--- config.mk ---
export PLATFORM = sky130hd
export DESIGN_NAME = vdma_engine
export DESIGN_NICKNAME = d
export VERILOG_FILES = /design/src/rtl/vdma_pkg.sv /design/src/rtl/vdma_ctrl.sv /design/src/rtl/vdma_datapath.sv /design/src/rtl/vdma_engine.sv
export SDC_FILE = /design/constraint.sdc
export NUM_CORES = 1
export LEC_CHECK = 0
export ABC_AREA = 1
export CAP_MARGIN = 20
export CELL_PAD_IN_SITES_DETAIL_PLACEMENT = 1
export CELL_PAD_IN_SITES_GLOBAL_PLACEMENT = 1
export CORE_UTILIZATION = 45
export CTS_CLUSTER_DIAMETER = 30
export DETAILED_ROUTE_END_ITERATION = 10
export DONT_BUFFER_PORTS = 1
export PLACE_DENSITY = 0.77
export SLEW_MARGIN = 30
export SYNTH_ARGS = -nofsm -noshare
export SYNTH_HDL_FRONTEND = slang
export SYNTH_SLANG_ARGS = --single-unit
export TNS_END_PERCENT = 1
--- constraint.sdc ---
create_clock -name clk -period 2.22 [get_ports clk]
set_input_delay 0.444 -clock clk [delete_from_list [all_inputs] [get_ports clk]]
set_output_delay 0.444 -clock clk [all_outputs]
set_load 0.1 [all_outputs]
--- src/rtl/vdma_pkg.sv ---
package vdma_pkg;
  localparam logic [4:0] REG_STEP   = 5'h0F;
  localparam logic [4:0] REG_LEN_LO = 5'h13;
  localparam logic [4:0] REG_LEN_HI = 5'h14;
  localparam logic [4:0] REG_SRC_LO = 5'h15;
  localparam logic [4:0] REG_SRC_MD = 5'h16;
  localparam logic [4:0] REG_SRC_HI = 5'h17;

  localparam logic [1:0] KIND_FILL = 2'b10;
  localparam logic [1:0] KIND_COPY = 2'b11;

  typedef struct packed {
    logic loadCmd;
    logic loadFill;
    logic passHost;
    logic capHi;
    logic capLo;
    logic emitWord;
    logic emitFill;
    logic selCopy;
  } dmaCtl_t;

  typedef enum logic [2:0] {
    ST_IDLE, ST_RD_HI, ST_WT_HI, ST_RD_LO, ST_WT_LO, ST_EMIT, ST_FILL, ST_TAIL
  } dmaState_e;
endpackage

--- src/rtl/vdma_ctrl.sv ---
module vdma_ctrl
  import vdma_pkg::*;
(
  input  logic       clk,
  input  logic       rstN,
  input  logic       cmdValid,
  input  logic       cmdDma,
  input  logic       hostWe,
  input  logic       extAck,
  input  logic [1:0] cfgKind,
  input  logic       cfgLenZero,
  input  logic       cntZero,
  input  logic       cntOne,
  output dmaCtl_t    ctl,
  output logic       extReq,
  output logic       vramRd,
  output logic       busy
);
  dmaState_e state, nextState;
  logic armed, useCopy;

  always_comb begin
    ctl = '0;
    ctl.selCopy = useCopy;
    nextState = state;
    unique case (state)
      ST_IDLE: begin
        if (cmdValid) begin
          ctl.loadCmd = 1'b1;
          if (cmdDma && cfgKind != KIND_FILL && !cfgLenZero) nextState = ST_RD_HI;
        end else if (hostWe) begin
          if (armed) begin
            ctl.loadFill = 1'b1;
            if (!cntZero) nextState = ST_FILL;
          end else begin
            ctl.passHost = 1'b1;
          end
        end
      end
      ST_RD_HI: nextState = ST_WT_HI;
      ST_WT_HI: if (useCopy || extAck) begin
        ctl.capHi = 1'b1;
        nextState = ST_RD_LO;
      end
      ST_RD_LO: nextState = ST_WT_LO;
      ST_WT_LO: if (useCopy || extAck) begin
        ctl.capLo = 1'b1;
        nextState = ST_EMIT;
      end
      ST_EMIT: begin
        ctl.emitWord = 1'b1;
        nextState = cntOne ? ST_TAIL : ST_RD_HI;
      end
      ST_FILL: begin
        ctl.emitFill = 1'b1;
        if (cntOne) nextState = ST_TAIL;
      end
      ST_TAIL: nextState = ST_IDLE;
      default: nextState = ST_IDLE;
    endcase
  end

  always_ff @(posedge clk) begin
    if (!rstN) begin
      state   <= ST_IDLE;
      armed   <= 1'b0;
      useCopy <= 1'b0;
    end else begin
      state <= nextState;
      if (ctl.loadCmd) begin
        armed   <= cmdDma && (cfgKind == KIND_FILL);
        useCopy <= (cfgKind == KIND_COPY);
      end else if (ctl.loadFill) begin
        armed <= 1'b0;
      end
    end
  end

  assign extReq = !useCopy && (state == ST_RD_HI || state == ST_RD_LO);
  assign vramRd =  useCopy && (state == ST_RD_HI || state == ST_RD_LO);
  assign busy   = (state != ST_IDLE);

  AST_REQ_PULSE: assert property (@(posedge clk) disable iff (!rstN)
    extReq |=> !extReq);
  AST_ZERO_STAYS_IDLE: assert property (@(posedge clk) disable iff (!rstN)
    (state == ST_IDLE && cmdValid && cmdDma && cfgLenZero) |=> !busy);
  AST_TAIL_AFTER_WRITE: assert property (@(posedge clk) disable iff (!rstN)
    (state == ST_TAIL) |-> $past(ctl.emitWord || ctl.emitFill));
endmodule

--- src/rtl/vdma_datapath.sv ---
module vdma_datapath
  import vdma_pkg::*;
#(
  parameter int BYTE_W = 8,
  parameter int DST_W  = 16,
  parameter int RA_W   = 5,
  localparam int WORD_W = 2 * BYTE_W,
  localparam int LEN_W  = 2 * BYTE_W,
  localparam int SRC_W  = 3 * BYTE_W
) (
  input  logic              clk,
  input  logic              rstN,
  input  logic              regWe,
  input  logic [RA_W-1:0]   regAddr,
  input  logic [BYTE_W-1:0] regData,
  input  logic [DST_W-1:0]  cmdAddr,
  input  logic              hostByte,
  input  logic [WORD_W-1:0] hostData,
  input  logic [BYTE_W-1:0] extData,
  input  logic [BYTE_W-1:0] vramData,
  input  dmaCtl_t           ctl,
  output logic [1:0]        cfgKind,
  output logic              cfgLenZero,
  output logic              cntZero,
  output logic              cntOne,
  output logic [SRC_W-1:0]  srcAddr,
  output logic              wrEn,
  output logic [DST_W-1:0]  wrAddr,
  output logic [WORD_W-1:0] wrData,
  output logic              wrByte
);
  logic [BYTE_W-1:0] stepReg, lenLo, lenHi, srcLo, srcMd, srcHi;
  logic [LEN_W-1:0]  count;
  logic [DST_W-1:0]  dest;
  logic [BYTE_W-1:0] hiByte, loByte, capByte;
  logic [WORD_W-1:0] fillData;
  logic              fillByte;
  logic              anyWrite;

  assign cfgKind    = srcHi[BYTE_W-1 -: 2];
  assign cfgLenZero = ({lenHi, lenLo} == '0);
  assign cntZero    = (count == '0);
  assign cntOne     = (count == LEN_W'(1));
  assign capByte    = ctl.selCopy ? vramData : extData;
  assign anyWrite   = ctl.emitWord || ctl.emitFill || ctl.passHost;

  always_ff @(posedge clk) begin
    if (!rstN) begin
      stepReg <= '0; lenLo <= '0; lenHi <= '0;
      srcLo <= '0; srcMd <= '0; srcHi <= '0;
    end else if (regWe) begin
      unique case (regAddr)
        REG_STEP:   stepReg <= regData;
        REG_LEN_LO: lenLo   <= regData;
        REG_LEN_HI: lenHi   <= regData;
        REG_SRC_LO: srcLo   <= regData;
        REG_SRC_MD: srcMd   <= regData;
        REG_SRC_HI: srcHi   <= regData;
        default: ;
      endcase
    end
  end

  always_ff @(posedge clk) begin
    if (!rstN) begin
      srcAddr <= '0; count <= '0; dest <= '0;
      hiByte <= '0; loByte <= '0; fillData <= '0; fillByte <= 1'b0;
      wrEn <= 1'b0; wrAddr <= '0; wrData <= '0; wrByte <= 1'b0;
    end else begin
      if (ctl.loadCmd) begin
        srcAddr <= {srcHi[BYTE_W-2:0], srcMd, srcLo, 1'b0};
        count   <= {lenHi, lenLo};
        dest    <= cmdAddr;
      end else begin
        if (ctl.capHi || ctl.capLo) srcAddr <= srcAddr + SRC_W'(1);
        if (ctl.emitWord || ctl.emitFill) count <= count - LEN_W'(1);
        if (anyWrite) dest <= dest + DST_W'(stepReg);
      end
      if (ctl.capHi) hiByte <= capByte;
      if (ctl.capLo) loByte <= capByte;
      if (ctl.loadFill) begin
        fillData <= hostData;
        fillByte <= hostByte;
      end
      wrEn <= anyWrite;
      if (anyWrite) begin
        wrAddr <= dest;
        if (ctl.emitWord) begin
          wrData <= {hiByte, loByte};
          wrByte <= 1'b0;
        end else if (ctl.emitFill) begin
          wrData <= fillData;
          wrByte <= fillByte;
        end else begin
          wrData <= hostData;
          wrByte <= hostByte;
        end
      end
    end
  end

  AST_SRC_EVEN: assert property (@(posedge clk) disable iff (!rstN)
    ctl.loadCmd |=> !srcAddr[0]);
  AST_EMIT_NONZERO: assert property (@(posedge clk) disable iff (!rstN)
    (ctl.emitWord || ctl.emitFill) |-> !cntZero);
endmodule

--- src/rtl/vdma_engine.sv ---
module vdma_engine
  import vdma_pkg::*;
#(
  parameter int BYTE_W = 8,
  parameter int DST_W  = 16,
  parameter int RA_W   = 5,
  localparam int WORD_W = 2 * BYTE_W,
  localparam int SRC_W  = 3 * BYTE_W
) (
  input  logic              clk,
  input  logic              rstN,
  input  logic              regWe,
  input  logic [RA_W-1:0]   regAddr,
  input  logic [BYTE_W-1:0] regData,
  input  logic              cmdValid,
  input  logic [DST_W-1:0]  cmdAddr,
  input  logic              cmdDma,
  input  logic              hostWe,
  input  logic              hostByte,
  input  logic [WORD_W-1:0] hostData,
  output logic              hostStall,
  output logic              extReq,
  output logic [SRC_W-1:0]  extAddr,
  input  logic              extAck,
  input  logic [BYTE_W-1:0] extData,
  output logic              vramRd,
  output logic [DST_W-1:0]  vramAddr,
  input  logic [BYTE_W-1:0] vramData,
  output logic              wrEn,
  output logic [DST_W-1:0]  wrAddr,
  output logic [WORD_W-1:0] wrData,
  output logic              wrByte,
  output logic              busy
);
  dmaCtl_t          ctl;
  logic [1:0]       cfgKind;
  logic             cfgLenZero, cntZero, cntOne;
  logic [SRC_W-1:0] srcAddr;

  vdma_ctrl u_ctrl (
    .clk(clk), .rstN(rstN), .cmdValid(cmdValid), .cmdDma(cmdDma),
    .hostWe(hostWe), .extAck(extAck), .cfgKind(cfgKind),
    .cfgLenZero(cfgLenZero), .cntZero(cntZero), .cntOne(cntOne),
    .ctl(ctl), .extReq(extReq), .vramRd(vramRd), .busy(busy)
  );

  vdma_datapath #(.BYTE_W(BYTE_W), .DST_W(DST_W), .RA_W(RA_W)) u_dp (
    .clk(clk), .rstN(rstN), .regWe(regWe), .regAddr(regAddr),
    .regData(regData), .cmdAddr(cmdAddr), .hostByte(hostByte),
    .hostData(hostData), .extData(extData), .vramData(vramData),
    .ctl(ctl), .cfgKind(cfgKind), .cfgLenZero(cfgLenZero),
    .cntZero(cntZero), .cntOne(cntOne), .srcAddr(srcAddr),
    .wrEn(wrEn), .wrAddr(wrAddr), .wrData(wrData), .wrByte(wrByte)
  );

  assign extAddr   = srcAddr;
  assign vramAddr  = srcAddr[DST_W-1:0];
  assign hostStall = busy;
endmodule

---- Word-level counts from Yosys, hierarchy flattened ----
Index checks and enable logic that the tools add are counted.
storage, ports and cells
  register bits after elaboration ......... 176
  input bits .............................. 69
  memories ................................ 0
  latch bits .............................. 0
  bits in read-only memories .............. 0
  bits in writable memories ............... 0
  output and inout bits ................... 78
cells by class
  $lt $le $gt $ge ......................... 0
  reductions and logical operators ........ 28
  muxes and demuxes ....................... 34
  divide/modulo/power cells ............... 0
  add/sub/neg operators ................... 3
  bitwise logic cells ..................... 1
  $mul .................................... 0
  equality and inequality tests ........... 24
  shifts and indexed selects .............. 0
operators with widths
  cell                     number
  $mux W16                 6
  $mux W24                 2
  $logic_not A16 Y1        2
  $mux W3                  10
  $eq A5 B5 Y1 const B     5
  $add A24 B1 Y24 const B  1
  $pmux W3 S8              1
  $add A16 B8 Y16          1
  $eq A16 B1 Y1 const B    1
  $sub A16 B1 Y16 const B  1
  $eq A3 B3 Y1 const B     4
  $mux W1                  12
  $reduce_and A2 Y1        6
  $mux W8                  1
  $reduce_bool A2 Y1       4
  $reduce_and A7 Y1        1
  $eq A3 B2 Y1 const B     2
  $ne A2 B1 Y1 const B     3
  $ne A3 B2 Y1 const B     2
  $ne A3 B3 Y1 const B     2
  $eq A5 B4 Y1 const B     1
  $logic_and A1 B1 Y1      5
  $logic_or A1 B1 Y1       5
  $eq A2 B2 Y1 const B     2
  8 further kinds          10

---- Depth between registers and ports, before layout ----
Gate-level depths: netlist of the first run.
  depth in word-level cells ............... 7
  depth in mapped cells ................... 12
  depth with buffers taken out ............ 12

---- Hierarchy ----
Synthesis of the first run repeated with hierarchy kept, for this count alone.
unflattened totals
  cells, all modules ...................... 1335
  area, all modules ....................... 9046.2 µm²
modules (own cells, without submodules)
  module         area each (µm²)  cells an instance  times used
  vdma_datapath  8415.6           1230               1
  vdma_ctrl      503.0            88                 1
  vdma_engine    127.6            17                 1

---- Least setup slack after synthesis of the first run ----
OpenSTA, ideal clock, no wires.
  kind .................................... reg-to-output
  start point ............................. register u_ctrl.useCopy
  end point ............................... output vramRd
  setup slack ............................. -0.367 ns
  stages on the path, launching flop included .. 4
  arrival ................................. 2.143 ns
  path buffers ............................ 1
  cell sequence ........................... dfxtp_1 clkbuf_1 clkinv_1 nor2_1
between the ends
  word-level cells in the longest chain between the ends .. 1
RTL lines
  what                      RTL line           source
  start: declaration        vdma_ctrl.sv:20    logic armed, useCopy;
  start signal: assignment  vdma_ctrl.sv:72    useCopy <= (cfgKind == KIND_COPY);
  $logic_and A1 B1 Y1       vdma_ctrl.sv:80    assign vramRd = useCopy && (state == ST_RD_HI || state == ST_RD_LO);
  end: declaration          vdma_engine.sv:26  output logic vramRd,
Every way passes these cells.

---- Final worst setup path of the first run ----
  start point ............................. register u_ctrl.state[1]
  end point ............................... output busy
between the ends
  word-level cells in the longest chain between the ends .. 1
RTL lines
  what                      RTL line           source
  start: declaration        vdma_ctrl.sv:19    dmaState_e state, nextState;
  start signal: assignment  vdma_ctrl.sv:69    state <= nextState;
  $reduce_bool A3 Y1        vdma_ctrl.sv:81    assign busy = (state != ST_IDLE);
  end: declaration          vdma_engine.sv:33  output logic busy
Every way passes these cells.

==> results of run 1 <==
[cells by family after synthesis]
| kind of cell | after synthesis |
|---|---|
| AO/OA/AOI/OAI | 268 |
| XOR/XNOR | 13 |
| buffers and inverters | 180 |
| adder cells (fa/ha/maj) | 13 |
| AND/OR/NAND/NOR | 687 |
| flip-flops | 176 |
[flip-flops by register name (all words and copies together) (netlist names), 16 cells and up]
register and cells:
u_dp.count 16, u_dp.dest 16, u_dp.srcAddr 24, u_dp.wrAddr 16, u_dp.fillData 16, u_dp.wrData 16
[layer usage]
layer / vias to the layer above / global-route usage, % / part of all wire (%)
met5: - / 0 / 0
met1: 4366 / 35.51 / 44
li1: 4393 / - / -
met2: 202 / 48.94 / 48
met3: 28 / 7.243 / 6.2
met4: 0 / 7.753 / 1.8
[metrics by stage]
stage                     cell area, sq um  setup slack (ns)  total power, mW
after detailed placement              9545            0.1101            9.653
after global placement                9545            0.1758            9.547
final                                10190            0.1154            12.94
after floorplan                       8934          -0.02981            8.446
after global routing                 10190           0.02993            13.62
after CTS                            10180           0.08784            12.99
[layout make-up]
type / count / share of cell area [%]
Clock buffer: 18 / 4.213
Clock inverter: 14 / 2.002
Inverter: 114 / 4.274
Multi-Input combinational cell: 982 / 45.01
Sequential cell: 176 / 34.78
Tap cell: 265 / 3.255
Timing Repair Buffer: 86 / 6.460
[final timing paths]
path | cells past startpoint | slack (ns) | from | to
max | 4 | 0.12 | u_ctrl.state[1]$_SDFFE_PN0P_ | busy
min | 2 | 0.11 | rstN | u_dp.srcAddr[18]$_SDFFE_PN0P_
max reg2reg | 8 | 0.23 | u_ctrl.state[1]$_SDFFE_PN0P_ | u_dp.wrAddr[10]$_SDFFE_PN0P_
min reg2reg | 2 | 0.45 | u_dp.srcMd[7]$_SDFFE_PN0P_ | u_dp.srcMd[7]$_SDFFE_PN0P_
[report_power, final]
part           total [mW]  internal, mW  switching [mW]
clock network        3.29          1.91            1.38
registers            3.95          3.63           0.326
logic                5.70          1.33            4.37
[cell usage in the layout, fill, tap and decap left out, types with 2 or more instances in the layout]
master      Yosys  final
a21oi_1        70     70
a21oi_2         4      4
a31oi_1        41     41
and2_1          2      2
buf_4          18     85
bufinv_16       0      4
clkbuf_16       0     17
clkinv_4        1      4
clkinvlp_4      0      2
dfxtp_1       176    160
dfxtp_2         0     16
ha_1           12     12
inv_1         103    103
inv_2           8      8
inv_6           0      3
nand2_1       307    307
nand2_2         5      5
nand2_4         3      3
nand3_1        64     64
nand3b_1        3      3
nand4_1        10     10
nor2_1        263    261
nor2_2          7      9
nor2_4          4      4
nor3_1         11     11
o211ai_1       10     10
o21ai_0       109    109
o21ai_1        27     27
o22ai_1         2      2
or2_0           2      2
or2_2           3      3
xnor2_1         4      4
xor2_1          9      9
[worst max-delay path: cells and delay by family (launching register included)]
family / cells / cell delay (ns)
flip-flops: 1 / 0.44
buffers and inverters: 3 / 0.68
AND/OR/NAND/NOR: 1 / 0.10
==> reports/results.ini, run 1 <==
[clock_tree]
h-tree-depth = 4
hold_buffers = 0
postCtsResizedCells = 0
cts.path.max_buffers = 2
clock_latency_ns = 0.44
post-cts-setup-buffers = 0
cts_sinks = 176
cts_buffers = 17
cts_tree = done
cts_root_buf = clkbuf_16
cts.clk_slew.worst_paths_ns = 0.07

[cells_and_area]
seqCellArea_sq_mm = 0.003543
final_core_util_pct = 52.34
final_cells = 1655
multi_input_area_sq_mm = 0.004586
num_antenna_cells = 0
syn2layout_area_growth_pct = 14.07
drive_gt1_share_pct = 12.59
fin_nets = 1459
fill_cells = 2630

[synthesis]
yosysTopAreaCellShare_pct = 39.45
ys.flop_type = dfxtp_1
muxShareOfSynthArea_pct = 0
async_flop_share_pct = 0
synth_compound_area_share_pct = 16.31
synth_commonest_cells = nand2_1, nor2_1, dfxtp_1
synth-seq-cells = 176
synthCells = 1337
synth_top_family_by_area = simple AND/OR/NAND/NOR gates
synth_edf_count = 0
syn_area_sq_mm = 0.008931
postSynthAreaPerCell_sq_um = 6.680
synth_largest_area_cell = dfxtp_1
synth_cell_types = 44
synthAdderAreaFrac_pct = 1.905
ys_warn_count = 0
synth-simple-area-share_pct = 31.70
synth_area_leaders = dfxtp_1, nand2_1, nor2_1
synth.most_common_cell = nand2_1
ys_seq_area_share_pct = 39.45
synthesis.nets = 1419
synth_xor_area_share_pct = 1.275

[detailed_routing]
via_per_inst = 5.431
first_pass_iters = 5
drt_first_iter_violations = 442
wl_per_cell_um = 17.44
totalWireLength_um = 28870
drt.antenna.violating_nets = 0
vias = 8989
drc = 0

[pwr]
vdd_drop_max_mv = 0.6979
leakage_nw = 4.402
p_per_area_mw_per_mm2 = 1271

[setup_path]
slowest_delay_ns = 0.47
end_kind = output port
crit_chain = inv_2, nand3_4, buf_4, buf_4
worst-setup-path-type = flop to output port
crit_path_frequent_cell = buf_4
crit_required_ns = 1.78
crit_path_start_kind = flop
cp_slowest_cell = buf_4
crit_arrival_ns = 1.66
crit_fanout = 5

[global_route]
grt_pass1_vias = 8968
grt_first_pass_wirelength_um = 45400
antenna_found_initial = 0
grt_max_degree = 131
overflow = 0
gr-usage-all-layers_pct = 28.60

[place]
dpl.hpwl_um = 20340
port_buffers = 0
dpl.cell_count = 1622
gp_congestion = 0.8986

[sta]
tns_ns = 0
finalHoldViolations = 0
rsz0062_at_grt = no
fin_crit_sh_pct = 94.80
drv_slew = 0
fmax_ghz = 0.4751
final-setup-viol-count = 0
min_period_ns = 2.105
worst_pin_slew_ns = 0.7187
skew_ns = 0.01113
whs_ns = 0.1123
maxSlewHeadroom_pct = 52.08

[run_status]
outcome = finished clean

[die]
floorplan.initialDensity_pct = 45.89
die_height_um = 142.9
fp-row-count = 51
design.die.area_sq_mm = 0.02041
fp.dieW_um = 142.9
core_area_sq_mm = 0.01946
io_pins = 147

[flow_run]
drv_cap = 0

[min_path]
worstHoldPathType = input port to flop

(Power assumes the default switching activity.)
==> run 2: changes to the inputs <==
--- a/config.mk
+++ b/config.mk
@@ -6,7 +6,6 @@
 export NUM_CORES = 1
 export LEC_CHECK = 0
 export ABC_AREA = 1
-export CAP_MARGIN = 20
 export CELL_PAD_IN_SITES_DETAIL_PLACEMENT = 1
 export CELL_PAD_IN_SITES_GLOBAL_PLACEMENT = 1
 export CORE_UTILIZATION = 45
==> results of run 2 <==
No change in the layout: final DEF, timing and power equal those of run 1.
